===== src/rtl/pkt_rb_pkg.sv =====
package pkt_rb_pkg;
  typedef enum logic {
    RD_SEND = 1'b0,
    RD_WAIT = 1'b1
  } rd_state_e;
endpackage


===== src/rtl/pkt_rb_mem.sv =====
module pkt_rb_mem #(
  parameter int DATA_W = 8,
  parameter int ADDR_W = 6
) (
  input  logic              clk,
  input  logic              wr_en,
  input  logic [ADDR_W-1:0] wr_addr,
  input  logic [DATA_W-1:0] wr_data,
  input  logic              wr_last,
  input  logic [ADDR_W-1:0] rd_addr,
  output logic [DATA_W-1:0] rd_data,
  output logic              rd_last
);
  localparam int DEPTH = 1 << ADDR_W;
  localparam int ENT_W = DATA_W + 1;

  logic [ENT_W-1:0] ents [DEPTH];

  // One register per entry, no reset: storage content is qualified by pointers.
  for (genvar i = 0; i < DEPTH; i++) begin : g_ent
    logic [ENT_W-1:0] ent_q;
    always_ff @(posedge clk) begin
      if (wr_en && (wr_addr == ADDR_W'(i))) begin
        ent_q <= {wr_last, wr_data};
      end
    end
    assign ents[i] = ent_q;
  end

  assign {rd_last, rd_data} = ents[rd_addr];
endmodule


===== src/rtl/pkt_rb_wr.sv =====
module pkt_rb_wr #(
  parameter int ADDR_W = 6
) (
  input  logic            clk,
  input  logic            rst_n,
  input  logic            s_valid,
  input  logic            s_last,
  input  logic            release_i,
  input  logic [ADDR_W:0] hold_ptr,
  input  logic [ADDR_W:0] hold_ptr_nxt,
  output logic [ADDR_W:0] wr_ptr,
  output logic [ADDR_W:0] end_ptr,
  output logic            wr_en,
  output logic            s_ready
);
  localparam int PTR_W = ADDR_W + 1;
  localparam int DEPTH = 1 << ADDR_W;
  localparam logic [PTR_W-1:0] DEPTH_P = PTR_W'(DEPTH);

  logic [PTR_W-1:0] wr_q, wr_d, end_q, end_d;
  logic             end_vld_q, end_vld_d;
  logic             rdy_q, rdy_d;
  logic             acc;

  always_comb begin
    acc       = s_valid && rdy_q;
    wr_d      = wr_q;
    end_d     = end_q;
    end_vld_d = end_vld_q && !release_i;
    if (acc) begin
      wr_d = wr_q + PTR_W'(1);
      if (s_last) begin
        end_d     = wr_q + PTR_W'(1);
        end_vld_d = 1'b1;
      end
    end
    // Look ahead: readiness for the next cycle uses next-state pointers.
    rdy_d = !end_vld_d && ((wr_d - hold_ptr_nxt) != DEPTH_P);
  end

  always_ff @(posedge clk or negedge rst_n) begin
    if (!rst_n) begin
      wr_q      <= '0;
      end_q     <= '0;
      end_vld_q <= 1'b0;
      rdy_q     <= 1'b1;
    end else begin
      wr_q      <= wr_d;
      end_q     <= end_d;
      end_vld_q <= end_vld_d;
      rdy_q     <= rdy_d;
    end
  end

  assign wr_ptr  = wr_q;
  assign end_ptr = end_q;
  assign wr_en   = acc;
  assign s_ready = rdy_q;

  p_no_overflow_r3: assert property (@(posedge clk) disable iff (!rst_n)
    acc |-> ((wr_q - hold_ptr) < DEPTH_P));

  p_block_after_last_r4: assert property (@(posedge clk) disable iff (!rst_n)
    end_vld_q |-> !rdy_q);
endmodule


===== src/rtl/pkt_rb_rd.sv =====
module pkt_rb_rd
  import pkt_rb_pkg::*;
#(
  parameter int ADDR_W     = 6,
  parameter int REPLAY_LEN = 56
) (
  input  logic            clk,
  input  logic            rst_n,
  input  logic [ADDR_W:0] wr_ptr,
  input  logic [ADDR_W:0] end_ptr,
  input  logic            m_ready,
  input  logic            m_last,
  input  logic            replay,
  input  logic            done,
  output logic [ADDR_W:0] rd_ptr,
  output logic            m_valid,
  output logic            release_o,
  output logic [ADDR_W:0] hold_ptr,
  output logic [ADDR_W:0] hold_ptr_nxt
);
  localparam int PTR_W = ADDR_W + 1;
  localparam logic [PTR_W-1:0] REPLAY_P = PTR_W'(REPLAY_LEN);

  rd_state_e        st_q, st_d;
  logic [PTR_W-1:0] rd_q, rd_d, base_q, base_d;
  logic             past_q, past_d;
  logic             vld, fire, rel;

  always_comb begin
    vld    = (st_q == RD_SEND) && (rd_q != wr_ptr);
    fire   = vld && m_ready;
    st_d   = st_q;
    rd_d   = rd_q;
    base_d = base_q;
    past_d = past_q;
    rel    = 1'b0;
    if (fire) begin
      rd_d = rd_q + PTR_W'(1);
      if (m_last) st_d = RD_WAIT;
    end
    if ((st_q == RD_WAIT) && done) begin
      base_d = end_ptr;
      rd_d   = end_ptr;
      past_d = 1'b0;
      rel    = 1'b1;
      st_d   = RD_SEND;
    end else if (replay && !vld && !past_q) begin
      rd_d = base_q;
      st_d = RD_SEND;
    end
    if (!rel && ((rd_d - base_q) >= REPLAY_P)) past_d = 1'b1;
    hold_ptr_nxt = past_d ? rd_d : base_d;
  end

  always_ff @(posedge clk or negedge rst_n) begin
    if (!rst_n) begin
      st_q   <= RD_SEND;
      rd_q   <= '0;
      base_q <= '0;
      past_q <= 1'b0;
    end else begin
      st_q   <= st_d;
      rd_q   <= rd_d;
      base_q <= base_d;
      past_q <= past_d;
    end
  end

  assign rd_ptr    = rd_q;
  assign m_valid   = vld;
  assign release_o = rel;
  assign hold_ptr  = past_q ? rd_q : base_q;

  p_wait_at_end_r5: assert property (@(posedge clk) disable iff (!rst_n)
    (st_q == RD_WAIT) |-> (rd_q == end_ptr));

  p_replay_refused_r9: assert property (@(posedge clk) disable iff (!rst_n)
    (replay && past_q && !vld) |=> $stable(rd_q));

  p_replay_busy_r7: assert property (@(posedge clk) disable iff (!rst_n)
    (replay && vld && !m_ready) |=> $stable(rd_q));
endmodule


===== src/rtl/pkt_replay_buf.sv =====
module pkt_replay_buf #(
  parameter int DATA_W     = 8,
  parameter int ADDR_W     = 6,
  parameter int REPLAY_LEN = 56
) (
  input  logic              clk,
  input  logic              rst_n,
  input  logic [DATA_W-1:0] s_axis_tdata,
  input  logic              s_axis_tvalid,
  input  logic              s_axis_tlast,
  output logic              s_axis_tready,
  output logic [DATA_W-1:0] m_axis_tdata,
  output logic              m_axis_tvalid,
  output logic              m_axis_tlast,
  input  logic              m_axis_tready,
  input  logic              replay_req,
  input  logic              pkt_done
);
  localparam int PTR_W = ADDR_W + 1;

  logic [PTR_W-1:0] wr_ptr, end_ptr, rd_ptr, hold_ptr, hold_ptr_nxt;
  logic             wr_en, rel;

  pkt_rb_wr #(.ADDR_W(ADDR_W)) u_wr (
    .clk          (clk),
    .rst_n        (rst_n),
    .s_valid      (s_axis_tvalid),
    .s_last       (s_axis_tlast),
    .release_i    (rel),
    .hold_ptr     (hold_ptr),
    .hold_ptr_nxt (hold_ptr_nxt),
    .wr_ptr       (wr_ptr),
    .end_ptr      (end_ptr),
    .wr_en        (wr_en),
    .s_ready      (s_axis_tready)
  );

  pkt_rb_rd #(.ADDR_W(ADDR_W), .REPLAY_LEN(REPLAY_LEN)) u_rd (
    .clk          (clk),
    .rst_n        (rst_n),
    .wr_ptr       (wr_ptr),
    .end_ptr      (end_ptr),
    .m_ready      (m_axis_tready),
    .m_last       (m_axis_tlast),
    .replay       (replay_req),
    .done         (pkt_done),
    .rd_ptr       (rd_ptr),
    .m_valid      (m_axis_tvalid),
    .release_o    (rel),
    .hold_ptr     (hold_ptr),
    .hold_ptr_nxt (hold_ptr_nxt)
  );

  pkt_rb_mem #(.DATA_W(DATA_W), .ADDR_W(ADDR_W)) u_mem (
    .clk     (clk),
    .wr_en   (wr_en),
    .wr_addr (wr_ptr[ADDR_W-1:0]),
    .wr_data (s_axis_tdata),
    .wr_last (s_axis_tlast),
    .rd_addr (rd_ptr[ADDR_W-1:0]),
    .rd_data (m_axis_tdata),
    .rd_last (m_axis_tlast)
  );

  p_hold_stable_r10: assert property (@(posedge clk) disable iff (!rst_n)
    (m_axis_tvalid && !m_axis_tready) |=>
      (m_axis_tvalid && $stable(m_axis_tdata) && $stable(m_axis_tlast)));

  p_rd_behind_wr_r2: assert property (@(posedge clk) disable iff (!rst_n)
    (wr_ptr - rd_ptr) <= PTR_W'(1 << ADDR_W));
endmodule


===== config.mk =====
export PLATFORM = sky130hd
export DESIGN_NAME = pkt_replay_buf
export DESIGN_NICKNAME = d
export VERILOG_FILES = /design/src/rtl/pkt_rb_pkg.sv /design/src/rtl/pkt_rb_mem.sv /design/src/rtl/pkt_rb_wr.sv /design/src/rtl/pkt_rb_rd.sv /design/src/rtl/pkt_replay_buf.sv
export SDC_FILE = /design/constraint.sdc
export NUM_CORES = 1
export LEC_CHECK = 0
export ABC_AREA = 1
export ABC_CLOCK_PERIOD_IN_PS = 6400
export BUFFER_PORTS_ARGS = -buffer_cell sky130_fd_sc_hd__buf_4
export CORE_ASPECT_RATIO = 0.6
export CORE_MARGIN = 5
export CORE_UTILIZATION = 63
export DETAILED_ROUTE_END_ITERATION = 8
export PLACE_DENSITY = 0.81
export RECOVER_POWER = 50
export SLEW_MARGIN = 40
export SYNTH_ARGS = -nofsm -noshare
export SYNTH_HDL_FRONTEND = slang
export SYNTH_SLANG_ARGS = --single-unit

===== constraint.sdc =====
create_clock -name clk -period 6.4 [get_ports clk]
set_clock_uncertainty 0.1 [all_clocks]
set_input_delay 0.32 -clock clk [delete_from_list [all_inputs] [get_ports clk]]
set_output_delay 0.32 -clock clk [all_outputs]
set_load 0.02 [all_outputs]

### After elaboration in Yosys (flattened, before gate mapping)

Cells that the tools add are included.

| storage, ports and cells | value |
|---|---|
| register bits after elaboration | 608 |
| bits in latches | 0 |
| bits in writable memories | 0 |
| memory bits (read-only) | 0 |
| input bits | 15 |
| output and inout bits | 11 |
| word-level logic and storage cells | 245 |
| memories | 0 |

| operators by class | value |
|---|---|
| add/sub/neg operators | 4 |
| multipliers | 0 |
| div/mod/pow operators | 0 |
| magnitude comparators | 2 |
| equal/unequal tests | 65 |
| shift operators | 0 |
| mux-type cells | 18 |
| bitwise logic cells | 2 |
| reduce and logical (&&, ||, !) cells | 82 |

Operators by type and width:

| cell | number |
|---|---|
| 6-bit equality test (second input constant) | 32 |
| 6-bit by 5-bit equality test with 1-bit output (second input constant) | 16 |
| 1-bit logical AND | 73 |
| 9-bit binary-select mux with 6-bit select | 1 |
| 6-bit by 4-bit equality test with 1-bit output (second input constant) | 8 |
| 7-bit two-way mux | 6 |
| 6-bit by 3-bit equality test with 1-bit output (second input constant) | 4 |
| 9-bit two-way mux | 2 |
| 7-bit by 1-bit adder with 7-bit output (second input constant) | 2 |
| 7-bit subtractor | 2 |
| 6-bit by 2-bit equality test with 1-bit output (second input constant) | 2 |
| 1-bit two-way mux | 9 |
| 7-bit by 6-bit greater-or-equal comparator with 1-bit output (second input constant) | 1 |
| 7-bit greater-or-equal comparator (second input constant) | 1 |
| 7-bit inequality test | 1 |
| 7-bit inequality test (second input constant) | 1 |
| 6-bit NOT with 7-bit output | 1 |
| 6-bit by 1-bit equality test with 1-bit output (second input constant) | 1 |
| 6-bit zero test | 1 |
| 3-bit nonzero test | 2 |
| 1-bit zero test | 4 |
| 2-bit AND reduction | 2 |
| 1-bit NOT | 1 |

### Depth between registers and ports, before layout

| logic depth | value |
|---|---|
| depth after elaboration | 15 |
| mapped depth | 48 |
| depth with buffers taken out | 47 |

### Hierarchy

Synthesis repeated with hierarchy kept, for this count alone.

| unflattened totals | value |
|---|---|
| cell total of the unflattened synthesis | 2381 |
| area, all modules | 26178.9 sq um |

Modules (own cells, without submodules):

| module | instances | cells an instance | area each (sq um) | sequential area each (sq um) |
|---|---|---|---|---|
| pkt_rb_mem | 1 | 2021 | 23651.4 | 17296.6 |
| pkt_rb_rd | 1 | 214 | 1460.2 | 400.4 |
| pkt_rb_wr | 1 | 146 | 1067.3 | 401.6 |

### Worst setup path before layout

No wires, ideal clock.

| timing path | value |
|---|---|
| path kind | register -> register |
| start | reg u_wr.wr_q[3] (netlist: u_wr.wr_ptr[3]) |
| end | reg u_wr.rdy_q (netlist: u_wr.s_ready) |
| setup time | 72 ps |
| arrival | 4609 ps |
| required time | 6228 ps |
| slack | 1619 ps |
| cell stages (with the launch flop) | 39 |
| path buffers | 2 |
| clock period less this slack | 4781 ps |
| path through | dfrtp_1 -> buf_4 -> xor2_1 -> nor2_2 -> nand2_2 -> nand2_4 -> clkinv_2 -> nand2_4 -> nor4_4 -> xor2_1 -> nand2_1 -> o21ai_2 -> nand2_1 -> nand2_1 -> inv_1 -> ha_1 -> a21oi_1 -> nand2_1 -> [... 3 more ...] -> a31oi_4 -> nand3_4 -> nand2_4 -> inv_4 -> buf_12 -> nand2_2 -> o21ai_2 -> ha_1 -> a21oi_1 -> o21bai_1 -> a21o_1 -> a21oi_1 -> xor2_1 -> inv_1 -> nand3_1 -> nand3_1 -> nand2_1 -> inv_1 |

| on the way | value |
|---|---|
| longest elaborated chain between the ends | 15 |
| elaborated cells between the ends (all ways) | 19 |
| classes of those cells | add/sub (3); order compare (1); eq/ne (2); mux (6); reduce/logical (7) |

Ends and longest elaborated chain:

| item | RTL line | text |
|---|---|---|
| from (decl) | pkt_rb_wr.sv:20 | `logic [PTR_W-1:0] wr_q, wr_d, end_q, end_d;` |
| from (signal assigned) | pkt_rb_wr.sv:48 | `wr_q <= wr_d;` |
| 7-bit inequality test * | pkt_rb_rd.sv:30 | `vld = (st_q == RD_SEND) && (rd_q != wr_ptr);` |
| 1-bit logical AND * | pkt_rb_rd.sv:30 |  |
| named net m_axis_tvalid | pkt_replay_buf.sv:13 | `output logic m_axis_tvalid,` |
| 1-bit zero test | pkt_rb_rd.sv:47 | `end else if (replay && !vld && !past_q) begin` |
| 1-bit logical AND (2 in a row) | pkt_rb_rd.sv:47 |  |
| 7-bit two-way mux * | pkt_rb_rd.sv:47 |  |
| 7-bit two-way mux * | pkt_rb_rd.sv:41 | `if ((st_q == RD_WAIT) && done) begin` |
| named net u_rd.rd_d[3] | pkt_rb_rd.sv:25 | `logic [PTR_W-1:0] rd_q, rd_d, base_q, base_d;` |
| [... 2 more ...] | -- |  |
| 1-bit logical AND * | pkt_rb_rd.sv:51 | `if (!rel && ((rd_d - base_q) >= REPLAY_P)) past_d = 1'b1;` |
| 1-bit two-way mux * | pkt_rb_rd.sv:51 |  |
| named net u_rd.past_d | pkt_rb_rd.sv:26 | `logic past_q, past_d;` |
| 7-bit two-way mux * | pkt_rb_rd.sv:52 | `hold_ptr_nxt = past_d ? rd_d : base_d;` |
| 7-bit subtractor * | pkt_rb_wr.sv:38 | `rdy_d = !end_vld_d && ((wr_d - hold_ptr_nxt) != DEPTH_P);` |
| 7-bit inequality test * | pkt_rb_wr.sv:38 |  |
| 1-bit logical AND * | pkt_rb_wr.sv:38 |  |
| named net u_wr.rdy_d | pkt_rb_wr.sv:22 | `logic rdy_q, rdy_d;` |
| to (signal assigned) | pkt_rb_wr.sv:51 | `rdy_q <= rdy_d;` |
| to (decl) | pkt_rb_wr.sv:22 |  |

The timed path passes the listed nets; every way through them passes the cells marked *.
A chain may end at the register's enable or synchronous reset.

### Worst setup path in the final report

| timing path | value |
|---|---|
| start | reg u_rd.st_q |
| end | reg u_wr.rdy_q (netlist: u_wr.s_ready) |

| on the way | value |
|---|---|
| elaborated cells between the ends (all ways) | 26 |
| classes of those cells | add/sub (2); order compare (1); eq/ne (1); mux (10); bitwise (1); reduce/logical (11) |

RTL lines:

| item | RTL line | text |
|---|---|---|
| from (decl) | pkt_rb_rd.sv:24 | `rd_state_e st_q, st_d;` |
| from (signal assigned) | pkt_rb_rd.sv:62 | `st_q <= st_d;` |
| 1-bit logical AND | pkt_rb_rd.sv:41 |  |
| 7-bit two-way mux | pkt_rb_rd.sv:41 |  |
| named net u_rd.base_d[1] | pkt_rb_rd.sv:25 |  |
| 7-bit two-way mux | pkt_rb_rd.sv:52 |  |
| 7-bit subtractor | pkt_rb_wr.sv:38 |  |
| 7-bit inequality test | pkt_rb_wr.sv:38 |  |
| 1-bit logical AND | pkt_rb_wr.sv:38 |  |
| named net u_wr.rdy_d | pkt_rb_wr.sv:22 |  |

The timed path passes the listed nets, and every way through them passes these cells.

==> run metrics <==
antenna-violating nets left=0; Hold Path Depth=5; Netlist Area Pre-Place=24900 µm²; Setup Viol. Count Final=0; Main synth FF type=edfxtp_1; cell count after placement=2406; setup TNS=0 ns; Inserted Diodes=0; min Tclk post-route=5.69 ns; Synth Area in Simple Gates=10.5%; failing checks=max-capacitance violations, max-slew violations; area of the core=39100 µm²; final core utilization=69.6%; max_slew headroom=-130%; slowest CP cell=clkbuf_1; DRT iter0 DRCs=2704; Setup CP Type=flop to flop; clock buffer depth=3; mux cell area share after synthesis=0.0402%; Post-Syn Instances=1968; pwr/cell area=470 nW/µm²; Post-synth EDFFs=576; total CTS buffers=52; required time of the critical path=6.82 ns; num ports=26; FF-to-FF path depth=33; Finished Layout Cells=2504; Final period util=88.9%; clk root buf=clkbuf_16; f_max=0.176 GHz; Multi-input gate area=6190 µm²; # DRC=0; Mapped Nets=2000; # rows=56; Syn. warnings=0; Hold Crit Class=input port to flop; Total Routed Length=62.7 mm; status=complete, but fails checks; RSZ-0062 raised after global routing=no; slowest stage delay, CP=0.64 ns; TritonRoute pass-1 iters=7; most used cell, CP=nand2_1; WL per Instance=25.0 µm; #FFs+latches synth=608; first-pass GRT wire length=93.3 mm; Die Y=164 µm; post-synthesis adder-cell area fraction=0.854%; leakage=8.86 nW; Worst R2R Setup Slack=0.71 ns; Total Routing Usage GR=28.3%; Post-Synth XOR/XNOR Area=0.668%; Chip Width=267 µm; Final GP Congestion=0.964; Post-synth ARST share=5.26%; Critical Path Source Type=flop; insertion delay to the later sink of the worst-skew pair=0.59 ns; Overall Power=12.8 mW; clk sinks=608; Layout area overhead=9.24%; Slew Limit Fails=619; number of antenna violations at the first check in global routing=1; post-CTS resize count=0; worst slack at placement=0.845 ns; Worst-path clk slew=0.07 ns; CTS tree=done; crit path max fanout=15; grt total ovfl=0; CP arrival=6.11 ns; most frequent cells in the layout=edfxtp_1 (576), o21ai_0 (305), nor2_1 (301), nand2_1 (154), o22ai_1 (91); Synth Area in Compound Gates=12.2%; Sequential Area=18100 µm²; max_cap viols=10; H-tree depth=2; VDD IR max=0.325 mV; post-synth cell types=48; nets@finish=1972; largest net degree at the start of global routing=223; register area share after synthesis=72.6%; die area=43800 µm²; Post CTS Setup Buffer Count=0; Least-Margin Pin Slew=3.45 ns; syn avg cell area=12.7 µm²; share of cells above drive strength 1=11.4%; # port buffers=25; HPWL after DPL=36.6 mm; Initial Util=63.7%; Vias=16400; vias in the first global route=15000; Via density=6.55; fillers=2599; Hold Vio Cnt, Final=0; commonest non-fill, non-tap cell in the layout=edfxtp_1; largest family of logic cells by synthesized area=compound AO/OA/AOI/OAI gates; Critical Path End Type=flop; worst setup margin=0.713 ns
==> layout make-up <==
type | count | area share (%)
sequential | 608 | 66.5
multi-input combinational | 1172 | 22.7
clock buffer | 62 | 5.07
tap | 522 | 2.40
timing repair buffer | 46 | 1.26
clock inverter | 34 | 1.11
inverter | 60 | 0.896
==> cell families after synthesis <==
logic type | Yosys count
buffers and inverters | 188
AOI/OAI and AO/OA | 515
DFF | 608
muxes | 1
and+or+nand+nor | 620
adders and majority gates | 17
xor gates and xnor gates | 19
==> power breakdown <==
part           total [mW]  leakage [nW]  internal (mW)  switching (mW)
sequential           4.71          5.57           4.54           0.173
combinational        4.94          2.48           1.41            3.53
clock                3.14         0.814           1.74            1.40
total                12.8          8.86           7.69            5.11
==> routing by layer <==
metal	track usage, %	vias to the layer above	routed length (µm)	share of wire (%)
li1	-	7200	-	-
met1	45.0	7938	26000	41
met2	39.7	1151	26700	43
met3	8.29	103	8750	14
met4	5.12	2	1200	1.9
met5	0	-	8	0.013
==> what timing repair did <==
action / CTS / global route
hold endpoints to repair: 32 / 0
hold buffers: 1 / 0
endpoints found under the setup margin: 0 / 0
==> critical path, delay by kind of cell, from the launching register on <==
family,cells,cell delay [ns]
AOI/OAI and AO/OA,8,1.39
buffers and inverters,7,1.37
and+or+nand+nor,14,1.27
adders and majority gates,2,0.60
DFF,1,0.38
xor gates and xnor gates,1,0.25
muxes,1,0.24
==> state kept, by name, indices dropped and copies added (netlist names) <==
signal and cells:
u_wr.end_ptr 7, u_wr.wr_ptr 7, u_mem.g_ent.ent_q 576, u_wr.end_vld_q 1, u_wr.s_ready 1, u_rd.rd_ptr 7
u_rd.base_q 7, u_rd.st_q 1, u_rd.past_q 1
==> cell usage after synthesis, drive strengths merged (3+ instances only) <==
cell | count | area (µm²)
o221ai | 53 | 464
or2 | 4 | 25.0
a31oi | 9 | 71.3
buf | 37 | 221
ha | 17 | 213
nor2 | 360 | 1360
xor2 | 16 | 140
xnor2 | 3 | 26.3
clkbuf | 91 | 342
dfrtp | 31 | 776
nor4 | 3 | 33.8
o22ai | 91 | 569
a21oi | 17 | 88.8
inv | 55 | 209
edfxtp | 576 | 17300
clkinv | 5 | 25.0
nand2 | 170 | 703
o211ai | 19 | 143
nand3 | 67 | 373
nor3 | 3 | 25.0
o21ai | 318 | 1620
a221o | 3 | 30.0
nand4 | 13 | 81.3
==> final timing paths <==
check                                              endpoint                   startpoint
worst max-delay path                 u_wr.s_ready$_DFF_PN1_        u_rd.st_q$_DFFE_PN0P_
worst min-delay path                  u_rd.st_q$_DFFE_PN0P_                m_axis_tready
worst max register to register       u_wr.s_ready$_DFF_PN1_        u_rd.st_q$_DFFE_PN0P_
worst min register to register  u_wr.end_ptr[5]$_DFFE_PN0P_  u_wr.end_ptr[5]$_DFFE_PN0P_
max in group asynchronous          u_rd.rd_ptr[1]$_DFF_PN0_                        rst_n
min in group asynchronous          u_rd.base_q[3]$_DFF_PN0_                        rst_n
==> metrics by stage <==
stage               instance area, µm²  hold slack (ns)
detailed placement               25400            0.193
floorplan                        24900          -0.0756
global placement                 25400            0.197
CTS                              27100           0.0459
global route                     27200           0.0787
finish                           27200           0.0720
Power figures use the tool's default switching activity.
